[config.mk]
export PLATFORM = sky130hd
export DESIGN_NAME = i2c_byte_packer
export DESIGN_NICKNAME = d
export VERILOG_FILES = /design/src/rtl/i2c_pack_pkg.sv /design/src/rtl/ipk_order_latch.sv /design/src/rtl/ipk_tx_split.sv /design/src/rtl/ipk_rx_merge.sv /design/src/rtl/i2c_byte_packer.sv
export SDC_FILE = /design/constraint.sdc
export NUM_CORES = 1
export LEC_CHECK = 0
export BUFFER_PORTS_ARGS = -buffer_cell sky130_fd_sc_hd__buf_2
export CELL_PAD_IN_SITES_DETAIL_PLACEMENT = 1
export CELL_PAD_IN_SITES_GLOBAL_PLACEMENT = 1
export CORE_AREA = 8 8 70 96
export DETAILED_ROUTE_END_ITERATION = 6
export DIE_AREA = 0 0 78 104
export HOLD_SLACK_MARGIN = 0.03
export PLACE_DENSITY_LB_ADDON = 0.1
export SYNTH_ARGS = -nofsm -noshare
export SYNTH_HDL_FRONTEND = slang
export SYNTH_SLANG_ARGS = --single-unit
[constraint.sdc]
create_clock -name clk -period 1.8 [get_ports clk]
set_input_delay 0.54 -clock clk [delete_from_list [all_inputs] [get_ports clk]]
set_output_delay 0.54 -clock clk [all_outputs]
set_load 0.01 [all_outputs]
[src/rtl/i2c_pack_pkg.sv]
package i2c_pack_pkg;
   typedef enum logic {
      ORDER_LITTLE = 1'b0,
      ORDER_BIG    = 1'b1
   } byte_order_e;

   function automatic int unsigned lane_of(input int unsigned pos,
                                           input int unsigned lanes,
                                           input byte_order_e ord);
      return (ord == ORDER_BIG) ? (lanes - 1 - pos) : pos;
   endfunction
endpackage

[src/rtl/ipk_order_latch.sv]
module ipk_order_latch
   import i2c_pack_pkg::*;
(
   input  logic        clk,
   input  logic        rst_n,
   input  logic        cfg_msb_first,
   input  logic        xfer_start,
   output byte_order_e order_q
);
   always_ff @(posedge clk or negedge rst_n) begin
      if (!rst_n)          order_q <= ORDER_LITTLE;
      else if (xfer_start) order_q <= byte_order_e'(cfg_msb_first);
   end

   AST_ORDER_STABLE: assert property (@(posedge clk) disable iff (!rst_n)
      !xfer_start |=> $stable(order_q));
endmodule

[src/rtl/ipk_tx_split.sv]
module ipk_tx_split
   import i2c_pack_pkg::*;
#(
   parameter int BYTE_W = 8,
   parameter int LANES  = 2,
   localparam int WORD_W = BYTE_W * LANES,
   localparam int IDX_W  = (LANES > 1) ? $clog2(LANES) : 1
) (
   input  logic              clk,
   input  logic              rst_n,
   input  byte_order_e       order_q,
   input  logic              xfer_start,
   input  logic              xfer_stop,
   input  logic [WORD_W-1:0] txw_word,
   input  logic              txw_valid,
   output logic              txw_ready,
   output logic [BYTE_W-1:0] txb_data,
   output logic              txb_valid,
   input  logic              txb_ready,
   output logic              tx_underrun
);
   localparam logic [IDX_W-1:0] LAST_POS = IDX_W'(LANES - 1);

   logic [IDX_W-1:0]  pos_q;
   logic [IDX_W-1:0]  lane_sel;
   logic [BYTE_W-1:0] lane_b [LANES];
   logic              at_last, in_word, take;

   for (genvar g = 0; g < LANES; g++) begin : g_lane
      assign lane_b[g] = txw_word[g*BYTE_W +: BYTE_W];
   end

   assign lane_sel  = IDX_W'(lane_of(int'(pos_q), LANES, order_q));
   assign txb_data  = lane_b[lane_sel];
   assign txb_valid = txw_valid;
   assign take      = txb_valid & txb_ready;
   assign at_last   = (pos_q == LAST_POS);
   assign in_word   = (pos_q != '0);
   assign txw_ready = txw_valid & ((txb_ready & at_last) | (xfer_stop & in_word));

   always_ff @(posedge clk or negedge rst_n) begin
      if (!rst_n)                     pos_q <= '0;
      else if (xfer_start | xfer_stop) pos_q <= '0;
      else if (take)                  pos_q <= at_last ? '0 : pos_q + 1'b1;
   end

   always_ff @(posedge clk or negedge rst_n) begin
      if (!rst_n)                       tx_underrun <= 1'b0;
      else if (xfer_start)              tx_underrun <= 1'b0;
      else if (txb_ready & !txw_valid)  tx_underrun <= 1'b1;
   end

   AST_UNDERRUN_HOLD: assert property (@(posedge clk) disable iff (!rst_n)
      tx_underrun && !xfer_start |=> tx_underrun);
   AST_POP_NEEDS_WORD: assert property (@(posedge clk) disable iff (!rst_n)
      txw_ready |-> (txb_valid && (txb_ready || xfer_stop)));
endmodule

[src/rtl/ipk_rx_merge.sv]
module ipk_rx_merge
   import i2c_pack_pkg::*;
#(
   parameter int BYTE_W = 8,
   parameter int LANES  = 2,
   localparam int WORD_W = BYTE_W * LANES,
   localparam int IDX_W  = (LANES > 1) ? $clog2(LANES) : 1
) (
   input  logic              clk,
   input  logic              rst_n,
   input  byte_order_e       order_q,
   input  logic              xfer_start,
   input  logic              xfer_stop,
   input  logic [BYTE_W-1:0] rxb_data,
   input  logic              rxb_valid,
   output logic              rxb_ready,
   output logic [WORD_W-1:0] rxw_word,
   output logic              rxw_valid,
   input  logic              rxw_ready
);
   localparam logic [IDX_W-1:0] LAST_POS = IDX_W'(LANES - 1);

   logic [IDX_W-1:0]  pos_q;
   logic [IDX_W-1:0]  lane_sel;
   logic [WORD_W-1:0] part_q, placed, merged;
   logic              flush_pend_q, slot_free, accept, do_flush, at_last;

   assign slot_free = !rxw_valid | rxw_ready;
   assign rxb_ready = slot_free & !flush_pend_q;
   assign accept    = rxb_valid & rxb_ready;
   assign do_flush  = flush_pend_q & slot_free;
   assign at_last   = (pos_q == LAST_POS);
   assign lane_sel  = IDX_W'(lane_of(int'(pos_q), LANES, order_q));
   assign placed    = WORD_W'(rxb_data) << (int'(lane_sel) * BYTE_W);
   assign merged    = part_q | placed;

   always_ff @(posedge clk or negedge rst_n) begin
      if (!rst_n) begin
         pos_q        <= '0;
         part_q       <= '0;
         rxw_word     <= '0;
         rxw_valid    <= 1'b0;
         flush_pend_q <= 1'b0;
      end else begin
         if (rxw_valid & rxw_ready) rxw_valid <= 1'b0;
         if (do_flush) begin
            rxw_word     <= part_q;
            rxw_valid    <= 1'b1;
            part_q       <= '0;
            flush_pend_q <= 1'b0;
         end else if (accept) begin
            if (at_last) begin
               rxw_word  <= merged;
               rxw_valid <= 1'b1;
               part_q    <= '0;
               pos_q     <= '0;
            end else begin
               part_q <= merged;
               pos_q  <= pos_q + 1'b1;
            end
         end
         if (xfer_stop && (pos_q != '0) && !flush_pend_q) begin
            flush_pend_q <= 1'b1;
            pos_q        <= '0;
         end
         if (xfer_start) begin
            pos_q <= '0;
            if (!flush_pend_q) part_q <= '0;
         end
      end
   end

   AST_OUT_HOLD: assert property (@(posedge clk) disable iff (!rst_n)
      rxw_valid && !rxw_ready |=> rxw_valid && $stable(rxw_word));
   AST_BLOCK_WHEN_FULL: assert property (@(posedge clk) disable iff (!rst_n)
      rxw_valid && !rxw_ready |-> !rxb_ready);
   AST_FLUSH_ZERO_HALF: assert property (@(posedge clk) disable iff (!rst_n)
      do_flush |=> rxw_valid && ((rxw_word[WORD_W-1 -: BYTE_W] == '0) ||
                                 (rxw_word[BYTE_W-1:0] == '0)));
endmodule

[src/rtl/i2c_byte_packer.sv]
module i2c_byte_packer
   import i2c_pack_pkg::*;
#(
   parameter int BYTE_W = 8,
   parameter int WORD_W = 16,
   localparam int LANES = WORD_W / BYTE_W
) (
   input  logic              clk,
   input  logic              rst_n,
   input  logic              cfg_msb_first,
   input  logic              xfer_start,
   input  logic              xfer_stop,
   input  logic [WORD_W-1:0] txw_word,
   input  logic              txw_valid,
   output logic              txw_ready,
   output logic [BYTE_W-1:0] txb_data,
   output logic              txb_valid,
   input  logic              txb_ready,
   output logic              tx_underrun,
   input  logic [BYTE_W-1:0] rxb_data,
   input  logic              rxb_valid,
   output logic              rxb_ready,
   output logic [WORD_W-1:0] rxw_word,
   output logic              rxw_valid,
   input  logic              rxw_ready
);
   if (BYTE_W < 1 || (WORD_W % BYTE_W) != 0) begin : g_bad_width
      $error("i2c_byte_packer: WORD_W must be a whole multiple of BYTE_W");
   end
   if (LANES < 2) begin : g_bad_lanes
      $error("i2c_byte_packer: a word needs at least two byte lanes");
   end

   byte_order_e order_q;

   ipk_order_latch u_order (
      .clk           (clk),
      .rst_n         (rst_n),
      .cfg_msb_first (cfg_msb_first),
      .xfer_start    (xfer_start),
      .order_q       (order_q)
   );

   ipk_tx_split #(.BYTE_W(BYTE_W), .LANES(LANES)) u_tx (
      .clk         (clk),
      .rst_n       (rst_n),
      .order_q     (order_q),
      .xfer_start  (xfer_start),
      .xfer_stop   (xfer_stop),
      .txw_word    (txw_word),
      .txw_valid   (txw_valid),
      .txw_ready   (txw_ready),
      .txb_data    (txb_data),
      .txb_valid   (txb_valid),
      .txb_ready   (txb_ready),
      .tx_underrun (tx_underrun)
   );

   ipk_rx_merge #(.BYTE_W(BYTE_W), .LANES(LANES)) u_rx (
      .clk        (clk),
      .rst_n      (rst_n),
      .order_q    (order_q),
      .xfer_start (xfer_start),
      .xfer_stop  (xfer_stop),
      .rxb_data   (rxb_data),
      .rxb_valid  (rxb_valid),
      .rxb_ready  (rxb_ready),
      .rxw_word   (rxw_word),
      .rxw_valid  (rxw_valid),
      .rxw_ready  (rxw_ready)
   );
endmodule

# Word level (Yosys, flattened, before mapping)
# Index checks and enable logic that the tools add are counted.
# word_totals
regBits	38
word_cells	71
input_bits	33
output_inout_bits	29
# classes
n_mux	29
n_eq_ne	1
n_shift	1
add_sub_neg	4
bitwise_logic	14
n_reduce_logical	13
magnitude_cmp	1
# op_table
op	count
$mux W16	8
$mux W8	3
$mux W1	18
$or A16 B16 Y16	1
$shl A8 B4 Y16	1
$reduce_bool A2 Y1	5
$and A1 B1 Y1	9
$reduce_and A2 Y1	2
$logic_not A1 Y1	3
$ne A3 B3 Y1 const B	1
$or A1 B1 Y1	3
$reduce_bool A3 Y1	1
$add A1 B1 Y1 const B	2
$ge A2 B2 Y1 const B	1
$logic_and A1 B1 Y1	2
$not A1 Y2	1
$sub A1 B1 Y1 const A	2

# Longest topological paths before layout
# depth
ltp_word	9
mapped_depth	5
ltp_nobuf	3

# Modules after synthesis
# From an unflattened synthesis, not the netlist that was laid out.
# unflattened
cells_unflattened	168
area_unflattened_um2	1988.2
# modules_own_cells
module	cells_per_inst	seq_area_each_um2	n_inst	area_each_um2
ipk_rx_merge	147	875.8	1	1722.9
ipk_tx_split	19	50.0	1	225.2
ipk_order_latch	2	25.0	1	40.0

# Worst setup path before layout
# No wires, ideal clock.
# synth_path
path_type	reg-to-output
startpoint	register u_order.order_q
endpoint	output port txb_data[0]
stages_incl_launch_ff	4
path_buffers	1
slack_ps	98
t_required_ps	1260
arrival_time_ps	1162
path_cell_list	dfrtp_1 buf_6 xnor2_4 mux2_1
# synth_via
elab_chain_len	5
# synth_rtl
item	line_no	text
start: declaration	ipk_order_latch.sv:8	output byte_order_e order_q
start signal: assignment	ipk_order_latch.sv:12	else if (xfer_start) order_q <= byte_order_e'(cfg_msb_first);
$mux W1	i2c_pack_pkg.sv:10	return (ord == ORDER_BIG) ? (lanes - 1 - pos) : pos;
$not A1 Y2 (implied by the code)	ipk_tx_split.sv:34	assign txb_data = lane_b[lane_sel];
$mux W8 (implied by the code) (3 in a row)	ipk_tx_split.sv:34	
end: declaration	i2c_byte_packer.sv:16	output logic [BYTE_W-1:0] txb_data,
# No other way between the ends. The select of a mux whose other input is x is not followed.

# Final worst setup path
# layout_path
startpoint	register u_order.order_q
endpoint	output port txb_data[6]
# Same word-level chain as after synthesis.

==> flow_summary.json <==
{
  "status": "finished with violations",
  "violations": "negative setup slack",
  "startpoint_type": "register",
  "period_share_pct": 113,
  "num_vias": 1687,
  "cts_buffer_depth": 2,
  "io_buffers": 61,
  "synth.net_count": 201,
  "synth_warnings": 0,
  "grt_overflow": 0,
  "fin_ws_ns": -0.241,
  "utilization_pct": 48.1,
  "setup_viol": 8,
  "clk_pin_slew_worst_paths_ns": 0.08,
  "slowest_stage": "dfrtp_2",
  "finalCriticalPeriod_ns": 2.04,
  "slowest_delay_ns": 0.44,
  "die_y_um": 104,
  "ys_top_cells_by_area": "dfrtp_1 (48%), nor3_2 (8.1%), o32a_1 (8.1%)",
  "max_slew_margin_pct": 67.8,
  "finalWirelength_mm": 6.24,
  "cp.required_ns": 1.26,
  "finalPower_uw": 3100,
  "synth.distinct_cells": 29,
  "via_per_inst": 5.57,
  "synthTopCellsByCount": "dfrtp_1 (38), a21oi_1 (18), a41oi_1 (16), nor3_2 (16), o32a_1 (16)",
  "netlist_area_um2": 1990,
  "ys_ff_latch": 38,
  "met2_usage_pct": 26.7,
  "numCtsBuffers": 5,
  "first_global_vias": 1905,
  "groute.layer.met3.usage_pct": 4.15,
  "cp_cell_sequence": "xnor2_4 -> buf_6 -> mux2_4 -> buf_6",
  "antenna_found_initial": 0,
  "drv_slew": 0,
  "r2r_start": "u_rx.flush_pend_q",
  "maxCapViolCount": 0,
  "start_util_pct": 37.0,
  "cts_tree": "yes",
  "endpoint_kind": "primary output",
  "area_delta_synth_final_pct": 29.9,
  "hold_ws_ns": 0.208,
  "grt_first_pass_wirelength_mm": 10.3,
  "core_um2": 5370,
  "grt_usage_pct": 15.8,
  "cts_num_sinks": 38,
  "synth_flop_cell": "dfrtp_1",
  "yosysMostFrequentCell": "dfrtp_1",
  "fin_skew_ns": 0.00534,
  "arrival_ns": 1.50,
  "fin_nets": 267,
  "top_usage_layer": "met2",
  "ios": 62,
  "dieArea_um2": 8110,
  "rsz0062_at_grt": "yes",
  "place_congestion": 0.856,
  "grt_max_degree": 39,
  "clock_latency_ns": 0.29,
  "r2r_end": "u_rx.rxw_word[14]",
  "yosysSeqAreaShare_pct": 47.9,
  "wl_per_cell_um": 20.6,
  "drtAntennaViolNets": 0,
  "cellPowerDensity_nw_per_um2": 1200,
  "drc_errors": 0,
  "max_freq_ghz": 0.490,
  "synthArstFlopShare_pct": 100,
  "synth_top_cell_by_area": "dfrtp_1",
  "ff2ff_setup_slack_ns": 0.16,
  "drt-initial-drc-count": 87,
  "reg2reg_depth": 3,
  "min_path_type": "in -> async",
  "critPathKind": "reg -> out",
  "root_buffer": "clkbuf_8",
  "htreeDepth": 2,
  "hpwl_mm": 4.36,
  "yosysTopAreaCellShare_pct": 47.9,
  "antenna_cells": 0,
  "netlist_instances": 168,
  "tns_ns": -1.84,
  "synth-edff-count": 0,
  "drt_first_pass_iters": 4,
  "die_w_um": 78,
  "p_leak_uw": 0.00118,
  "drive_gt1_share_pct": 48.9,
  "dp_slack_ns": 0.00592,
  "final-hold-violation-count": 0,
  "vdd_drop_max_v": 0.000516,
  "cp_max_fo": 4,
  "synth.avg_cell_area_um2": 11.8,
  "cpMostUsedCell": "buf_6",
  "met1_usage_pct": 18.5,
  "worst_slew_pin_slew_ns": 0.483,
  "num_rows": 32
}
metrics by stage:
| step | cells | instance area, µm² |
|---|---|---|
| finish | 303 | 2580 |
| global placement | 293 | 2360 |
| global route | 303 | 2580 |
| detailed placement | 293 | 2360 |
| CTS | 303 | 2580 |
| floorplan | 168 | 1990 |
registers in the layout, indices dropped and copies added, names as in the netlist:
name	flops
u_rx.rxw_word	16
u_tx.at_last	1
u_rx.at_last	1
u_rx.part_q	16
u_order.order_q	1
u_rx.rxw_valid	1
u_tx.tx_underrun	1
u_rx.flush_pend_q	1
layout by cell type (no fill, tap or decap), types with 4 or more instances in the layout:
cell type  count
buf_4         13
dfrtp_1       36
clkbuf_8       5
o32a_1        16
nor3_2        16
nor2b_1        4
nand2_1        9
buf_6         10
a21oi_1       18
mux2_4         8
nand2b_1       9
buf_2         53
a41oi_1       16
worst max-delay path, delay by kind of cell (launching register included):
| kind | cells | cell delay, ns |
|---|---|---|
| mux | 1 | 0.31 |
| flops | 1 | 0.44 |
| buf+inv | 2 | 0.27 |
| xor+xnor | 1 | 0.19 |
cells by family after synthesis:
group	share of synthesized area [%]
buffers and inverters	6.68
muxes	5.10
and+or+nand+nor	15.1
xor gates and xnor gates	3.09
DFF	47.9
AOI/OAI and AO/OA	22.1
cell type report:
type	instances	area, µm²
flip-flops and latches	38	953
clock inverters	3	40.0
clock buffers	5	68.8
fillers	607	2790
multi-input cells	111	932
inverters	1	3.75
repair buffers	77	495
well taps	68	85.1
worst max path at each step:
stage,cells after the start,slack (ns),start,to
2_1_floorplan,3,0.1,u_order.order_q,txb_data[0]
3_3_place_gp,3,0.06,u_order.order_q,txb_data[5]
3_5_place_dp,3,0.006,u_order.order_q,txb_data[3]
4_1_cts,4,-0.24,u_tx.at_last,txb_data[3]
5_1_grt,4,-0.30,u_order.order_q,txb_data[1]
6_report,4,-0.24,u_order.order_q,txb_data[6]
where the power goes:
part	internal (µW)	switching, µW	leakage [µW]
combinational	548	598	0.000647
sequential	1090	147	0.000480
clock	408	302	0.0000579
total	2050	1050	0.00118
timing repair:
action / 4_1_cts / 5_1_grt
pin swaps: 1 / 1
setup endpoints to repair: 8 / 8
resized for setup: 19 / 1
cloned: 0 / 0
buffers inserted: 2 / 0
hold buffers: 0 / 0
routing by layer:
layer	part of all wire, %	vias up	routed length [µm]
met1	43	846	2670
met3	5.2	9	326
met2	49	61	3070
met5	0	-	0
li1	-	771	-
met4	2.7	0	166
Power figures use the tool's default switching activity.
